## src/rtl/pbctl_pkg.sv

```systemverilog
package pbctl_pkg;
    typedef enum logic [1:0] {
        PS_OFF  = 2'd0,
        PS_ON   = 2'd1,
        PS_LOCK = 2'd2
    } pb_state_e;
endpackage

```

## src/rtl/pbctl_sync.sv

```systemverilog
module pbctl_sync (
    input  logic clk,
    input  logic rst_n,
    input  logic btn_n,
    output logic pressed
);
    typedef struct packed {
        logic s1;
        logic s2;
    } sync_t;

    sync_t s_d, s_q;

    always_comb begin
        s_d    = s_q;
        s_d.s1 = ~btn_n;
        s_d.s2 = s_q.s1;
    end

    always_ff @(posedge clk or negedge rst_n) begin
        if (!rst_n) s_q <= '0;
        else        s_q <= s_d;
    end

    assign pressed = s_q.s2;

    AST_SYNC_STAGE: assert property (@(posedge clk) disable iff (!rst_n)
        $rose(s_q.s2) |-> $past(s_q.s1));
endmodule

```

## src/rtl/pbctl_hold_cnt.sv

```systemverilog
module pbctl_hold_cnt #(
    parameter int HARD_MS = 5000,
    parameter int CW      = $clog2(HARD_MS + 1)
) (
    input  logic          clk,
    input  logic          rst_n,
    input  logic          tick,
    input  logic          pressed,
    input  logic          clr,
    output logic [CW-1:0] hold
);
    localparam logic [CW-1:0] SAT = CW'(HARD_MS);

    typedef struct packed {
        logic [CW-1:0] cnt;
    } hold_t;

    hold_t h_d, h_q;

    always_comb begin
        h_d = h_q;
        if (!pressed || clr) begin
            h_d.cnt = '0;
        end else if (tick && h_q.cnt != SAT) begin
            h_d.cnt = h_q.cnt + 1'b1;
        end
    end

    always_ff @(posedge clk or negedge rst_n) begin
        if (!rst_n) h_q <= '0;
        else        h_q <= h_d;
    end

    assign hold = h_q.cnt;

    AST_HOLD_RELEASE_CLEARS: assert property (@(posedge clk) disable iff (!rst_n)
        !pressed |=> h_q.cnt == '0);
    AST_HOLD_TICK_ONLY: assert property (@(posedge clk) disable iff (!rst_n)
        (!tick && pressed && !clr) |=> $stable(h_q.cnt));
    AST_HOLD_LOCK_FROZEN: assert property (@(posedge clk) disable iff (!rst_n)
        clr |=> h_q.cnt == '0);
endmodule

```

## src/rtl/pbctl_fsm.sv

```systemverilog
module pbctl_fsm
    import pbctl_pkg::*;
#(
    parameter int ON_MS   = 400,
    parameter int STAT_MS = 50,
    parameter int HARD_MS = 5000,
    parameter int RST_MS  = 1000,
    parameter int LOCK_MS = 1000,
    parameter int CW      = $clog2(HARD_MS + 1),
    parameter int LW      = $clog2(LOCK_MS + 1)
) (
    input  logic          clk,
    input  logic          rst_n,
    input  logic          tick,
    input  logic          pressed,
    input  logic [CW-1:0] hold,
    output logic          wake,
    output logic          pbstat_n,
    output logic          rst_out_n,
    output logic          reg_off,
    output logic          inhibit
);
    localparam logic [CW-1:0] ON_C   = CW'(ON_MS);
    localparam logic [CW-1:0] STAT_C = CW'(STAT_MS);
    localparam logic [CW-1:0] HARD_C = CW'(HARD_MS);
    localparam logic [LW-1:0] RST_C  = LW'(RST_MS);
    localparam logic [LW-1:0] LOCK_C = LW'(LOCK_MS);

    typedef struct packed {
        pb_state_e     st;
        logic          armed;
        logic [LW-1:0] lock;
        logic          wake;
        logic          pbstat_n;
        logic          rst_n;
        logic          reg_off;
        logic          inhibit;
    } fsm_t;

    fsm_t f_d, f_q;
    logic [LW-1:0] lock_inc;

    always_comb begin
        f_d         = f_q;
        f_d.reg_off = 1'b0;
        lock_inc    = f_q.lock + LW'(tick);
        unique case (f_q.st)
            PS_OFF: begin
                f_d.pbstat_n = 1'b1;
                if (hold >= ON_C) begin
                    f_d.st    = PS_ON;
                    f_d.wake  = 1'b1;
                    f_d.armed = 1'b0;
                end
            end
            PS_ON: begin
                f_d.armed    = f_q.armed | ~pressed;
                f_d.pbstat_n = ~(f_q.armed & pressed & (hold >= STAT_C));
                if (hold >= HARD_C) begin
                    f_d.st       = PS_LOCK;
                    f_d.wake     = 1'b0;
                    f_d.pbstat_n = 1'b1;
                    f_d.reg_off  = 1'b1;
                    f_d.rst_n    = 1'b0;
                    f_d.inhibit  = 1'b1;
                    f_d.lock     = '0;
                end
            end
            PS_LOCK: begin
                if (f_q.lock >= LOCK_C) begin
                    f_d.st      = PS_OFF;
                    f_d.inhibit = 1'b0;
                    f_d.rst_n   = 1'b1;
                    f_d.lock    = '0;
                end else begin
                    f_d.lock  = lock_inc;
                    f_d.rst_n = (lock_inc >= RST_C);
                end
            end
            default: begin
                f_d.st = PS_OFF;
            end
        endcase
    end

    always_ff @(posedge clk or negedge rst_n) begin
        if (!rst_n) begin
            f_q          <= '0;
            f_q.st       <= PS_OFF;
            f_q.pbstat_n <= 1'b1;
            f_q.rst_n    <= 1'b1;
        end else begin
            f_q <= f_d;
        end
    end

    assign wake      = f_q.wake;
    assign pbstat_n  = f_q.pbstat_n;
    assign rst_out_n = f_q.rst_n;
    assign reg_off   = f_q.reg_off;
    assign inhibit   = f_q.inhibit;

    AST_WAKE_NEEDS_HOLD: assert property (@(posedge clk) disable iff (!rst_n)
        $rose(f_q.wake) |-> $past(hold) >= ON_C);
    AST_REGOFF_ONE_CYCLE: assert property (@(posedge clk) disable iff (!rst_n)
        f_q.reg_off |=> !f_q.reg_off);
    AST_REGOFF_DROPS_WAKE: assert property (@(posedge clk) disable iff (!rst_n)
        f_q.reg_off |-> !f_q.wake);
    AST_RESET_IN_LOCK: assert property (@(posedge clk) disable iff (!rst_n)
        !f_q.rst_n |-> f_q.inhibit);
    AST_LOCK_QUIET: assert property (@(posedge clk) disable iff (!rst_n)
        f_q.inhibit |-> (!f_q.wake && f_q.pbstat_n));
    AST_PBSTAT_WHEN_ON: assert property (@(posedge clk) disable iff (!rst_n)
        !f_q.pbstat_n |-> f_q.wake);
endmodule

```

## src/rtl/pbctl_top.sv

```systemverilog
module pbctl_top #(
    parameter int ON_MS   = 400,
    parameter int STAT_MS = 50,
    parameter int HARD_MS = 5000,
    parameter int RST_MS  = 1000,
    parameter int LOCK_MS = 1000
) (
    input  logic clk,
    input  logic rst_n,
    input  logic tick_ms,
    input  logic btn_n,
    output logic wake,
    output logic pbstat_n,
    output logic rst_out_n,
    output logic reg_off,
    output logic inhibit
);
    localparam int CW = $clog2(HARD_MS + 1);
    localparam int LW = $clog2(LOCK_MS + 1);

    logic          pressed;
    logic [CW-1:0] hold;
    logic          lock_clr;

    pbctl_sync u_sync (
        .clk     (clk),
        .rst_n   (rst_n),
        .btn_n   (btn_n),
        .pressed (pressed)
    );

    pbctl_hold_cnt #(.HARD_MS(HARD_MS), .CW(CW)) u_hold (
        .clk     (clk),
        .rst_n   (rst_n),
        .tick    (tick_ms),
        .pressed (pressed),
        .clr     (lock_clr),
        .hold    (hold)
    );

    pbctl_fsm #(
        .ON_MS(ON_MS), .STAT_MS(STAT_MS), .HARD_MS(HARD_MS),
        .RST_MS(RST_MS), .LOCK_MS(LOCK_MS), .CW(CW), .LW(LW)
    ) u_fsm (
        .clk       (clk),
        .rst_n     (rst_n),
        .tick      (tick_ms),
        .pressed   (pressed),
        .hold      (hold),
        .wake      (wake),
        .pbstat_n  (pbstat_n),
        .rst_out_n (rst_out_n),
        .reg_off   (reg_off),
        .inhibit   (lock_clr)
    );

    assign inhibit = lock_clr;
endmodule

```

## config.mk

```make
export PLATFORM = sky130hd
export DESIGN_NAME = pbctl_top
export DESIGN_NICKNAME = d
export VERILOG_FILES = /design/src/rtl/pbctl_pkg.sv /design/src/rtl/pbctl_sync.sv /design/src/rtl/pbctl_hold_cnt.sv /design/src/rtl/pbctl_fsm.sv /design/src/rtl/pbctl_top.sv
export SDC_FILE = /design/constraint.sdc
export NUM_CORES = 1
export LEC_CHECK = 0
export ABC_AREA = 1
export BUFFER_PORTS_ARGS = -buffer_cell sky130_fd_sc_hd__buf_2
export CAP_MARGIN = 20
export CORE_MARGIN = 5
export CORE_UTILIZATION = 50
export CTS_CLUSTER_DIAMETER = 40
export DETAILED_ROUTE_END_ITERATION = 8
export GPL_TIMING_DRIVEN = 0
export PLACE_DENSITY = 0.75
export SLEW_MARGIN = 20
export SYNTH_ARGS = -nofsm -noshare
export SYNTH_HDL_FRONTEND = slang
export SYNTH_SLANG_ARGS = --single-unit
```

## constraint.sdc

```tcl
create_clock -name clk -period 1.5 [get_ports clk]
set_clock_uncertainty 0.05 [all_clocks]
set_input_delay 0.225 -clock clk [delete_from_list [all_inputs] [get_ports clk]]
set_output_delay 0.225 -clock clk [all_outputs]
set_load 0.1 [all_outputs]
```

==> results_dict.tcl <==
set metrics [dict create \
    viasPerCell 5.369 \
    maxCapViolations 0 \
    via_count 1981 \
    crit_type "reg2reg" \
    num_antenna_cells 0 \
    cts_tree "yes" \
    crit_path_max_fanout 4 \
    htreeDepth 2 \
    grt_max_degree 34 \
    combPwrFrac_pct 10.2 \
    cts.reportedPaths.clkPinSlew_ns 0.07 \
    cts_root_buf "clkbuf_8" \
    whs_ns 0.02054 \
    fin_nets 329 \
    num-fill-cells 304 \
    initial_core_util_pct 51.04 \
    p_per_area_nw_per_um2 715.4 \
    syn_nets 280 \
    synth_largest_area_cell "dfrtp_1" \
    arrival_ns 1.79 \
    post_drt_wl_per_cell_um 14.50 \
    p_clk_share_pct 44.2 \
    overflow 0 \
    rr_worst_depth 9 \
    fmaxAchievable_ghz 0.6251 \
    syn_area_um2 2027 \
    placed_cell_area_um2 2131 \
    worst_slew_pin_slew_ns 0.7469 \
    ys_seq_area_share_pct 40.86 \
    drc 0 \
    cpLargestDelayFamily "simple AND/OR/NAND/NOR gates" \
    seqPwrFrac_pct 45.6 \
    design.core.area_um2 3971 \
    syn_avg_cell_area_um2 7.535 \
    synth_top_area_share_pct 38.27 \
    yosysWarnings 0 \
    violations "setup timing" \
    final.period_utilization_pct 106.6 \
    synth-main-ff-cell "dfrtp_1" \
    die_w_um 73.67 \
    r2r_setup_slack_ns -0.1 \
    async_flop_share_pct 100.0 \
    first_pass_iters 5 \
    fin_area_um2 2795 \
    grt_pass1_wl_um 8038 \
    antenna_found_initial 0 \
    critPathCaptureType "register" \
    multi_input_area_um2 1295 \
    ant_nets 0 \
    num_rows 23 \
    swShare_pct 23.50 \
    cts_sinks 33 \
    grt.total_usage_pct 19.48 \
    clk_latency_ns 0.30 \
    status "finished, violations left" \
    power.internal_mw 1.530 \
    routed_wl_um 5349 \
    peakVddDrop_mv 0.7340 \
    postSynthCellCount 269 \
    grt_pass1_vias 1798 \
    hold_viol_final 0 \
    rsz0062_at_grt "yes" \
    crit_required_ns 1.69 \
    start_kind "register" \
    hold_path_class "in2reg" \
    drv_slew 0 \
    setup_slack_ns -0.09968 \
    max_stage_delay_ns 0.39 \
    synth.most_common_cell "nand2_1" \
    io_pins 9 \
    cp.depth 9 \
    fin_crit_ns 1.600 \
    total_leakage_power_nw 1.328 \
    die_area_um2 5427 \
    ys_top_cells_by_count "75 x nand2_1, 31 x dfrtp_1, 31 x inv_1" \
    path_cells "ha_4, nand3_1, nor2_2, nand3_1, nand2_1, nand3_1, o21bai_1, nand2_1, nand2_1" \
    regArea_um2 833.3 \
    io_buffers 8 \
    dp_hpwl_um 3051 \
    synth_area_leaders "dfrtp_1 38%, nand2_1 14%, nand3_1 6.7%, inv_1 5.7%, nor2_1 5.4%" \
    synth-edff-count 0 \
    worstHoldPathCells 2 \
    crit_slowest_cell "dfrtp_1" \
    cts_buffers 5 \
    drive_above_1_share_pct 36.36 \
    critPathBufInv 0 \
    finalSetupViolations 7 \
    gp_congestion 0.8780 \
    drt-initial-drc-count 134 \
    die_h_um 73.67 \
    synth_cell_types 26 \
    clk_path_buf_depth 2 \
    power_switching_mw 0.4699 \
    slew-limit-headroom_pct 50.21 \
    areaGrowthSynthToFinish_pct 37.90 \
    ys_ff_latch 33 \
]
==> registers in the layout, summed over array words and instances (netlist names) <==
signal / count
u_sync.s_d: 1
u_fsm.f_q: 13
u_fsm.rst_out_n: 1
u_fsm.pbstat_n: 1
u_fsm.wake: 1
u_fsm.inhibit: 1
u_hold.hold: 13
u_fsm.reg_off: 1
u_sync.pressed: 1
==> power by group through the flow <==
stage               Combinational (mW)  Clock, mW  Sequential [mW]
finish                           0.204      0.885            0.911
global route                     0.224      0.924            0.912
CTS                              0.151      0.894            0.909
detailed placement               0.105          0            0.926
global placement                 0.102          0            0.926
floorplan                       0.0632          0            0.925
==> timing repair <==
item | CTS | global route
gates resized for setup | 24 | 52
gates cloned | 2 | 0
endpoints found under the setup margin | 25 | 25
pin swaps | 5 | 13
endpoints found under the hold margin | 31 | 0
hold buffers | 1 | 0
buffers inserted | 23 | 8
==> logic make-up after synthesis <==
| logic type | Yosys count | synth area share, % |
|---|---|---|
| AO/OA/AOI/OAI | 35 | 11.48 |
| AND/OR/NAND/NOR | 153 | 33.15 |
| XOR/XNOR | 7 | 3.025 |
| buffers and inverters | 34 | 7.160 |
| adder cells (fa/ha/maj) | 7 | 4.321 |
| flip-flops | 33 | 40.86 |
==> layout make-up <==
type | count | share of cell area, %
buffer | 3 | 1.298
sequential | 33 | 29.81
multi-input combinational | 203 | 46.33
timing repair buffer | 41 | 12.00
clock buffer | 7 | 3.089
clock inverter | 1 | 1.074
inverter | 31 | 4.163
tap | 50 | 2.238
==> final timing paths <==
check,from,endpoint
max,u_fsm.f_q[5],u_fsm.rst_out_n
min,btn_n,u_sync.s_d[0]
max reg2reg,u_fsm.f_q[5],u_fsm.rst_out_n
min reg2reg,u_sync.s_d[0],u_sync.pressed
max in group asynchronous,rst_n,u_hold.hold[3]
min in group asynchronous,rst_n,u_fsm.f_q[13]
==> layout by cell type, fill, tap and decap left out, drive strengths merged <==
cell,Yosys,layout
a21oi,5,5
buf,2,41
bufinv,0,1
clkbuf,1,9
dfrtp,31,31
dfstp,2,2
dlygate4sd3,0,1
ha,7,7
inv,31,31
nand2,80,80
nand3,28,28
nand3b,2,2
nand4,1,1
nor2,34,34
nor3,8,8
o211ai,1,1
o21ai,25,26
o21bai,2,2
o31ai,2,2
xor2,7,7
==> metal layers <==
| metal | track usage, % | wire (µm) | vias to the layer above | share of wire, % |
|---|---|---|---|---|
| li1 | - | - | 963 | - |
| met1 | 22.71 | 2162 | 957 | 40 |
| met2 | 34.74 | 2885 | 47 | 54 |
| met3 | 4.651 | 166 | 14 | 3.1 |
| met4 | 6.439 | 135 | 0 | 2.5 |
| met5 | 0 | 0 | - | 0 |
==> stage by stage <==
| step | TNS [ns] | cells | power [mW] | utilization (%) | worst slack, ns |
|---|---|---|---|---|---|
| floorplan | 0 | 269 | 0.9878 | - | 0.01906 |
| global placement | -1.848 | 327 | 1.028 | 53.65 | -0.1801 |
| detailed placement | -2.490 | 327 | 1.031 | 53.65 | -0.1908 |
| CTS | -0.2644 | 361 | 1.955 | 64.30 | -0.04516 |
| global route | -1.548 | 369 | 2.060 | 70.38 | -0.2131 |
| finish | -0.3978 | 369 | 2.000 | 70.38 | -0.09968 |
No activity file was read; power rests on OpenSTA's default activity.
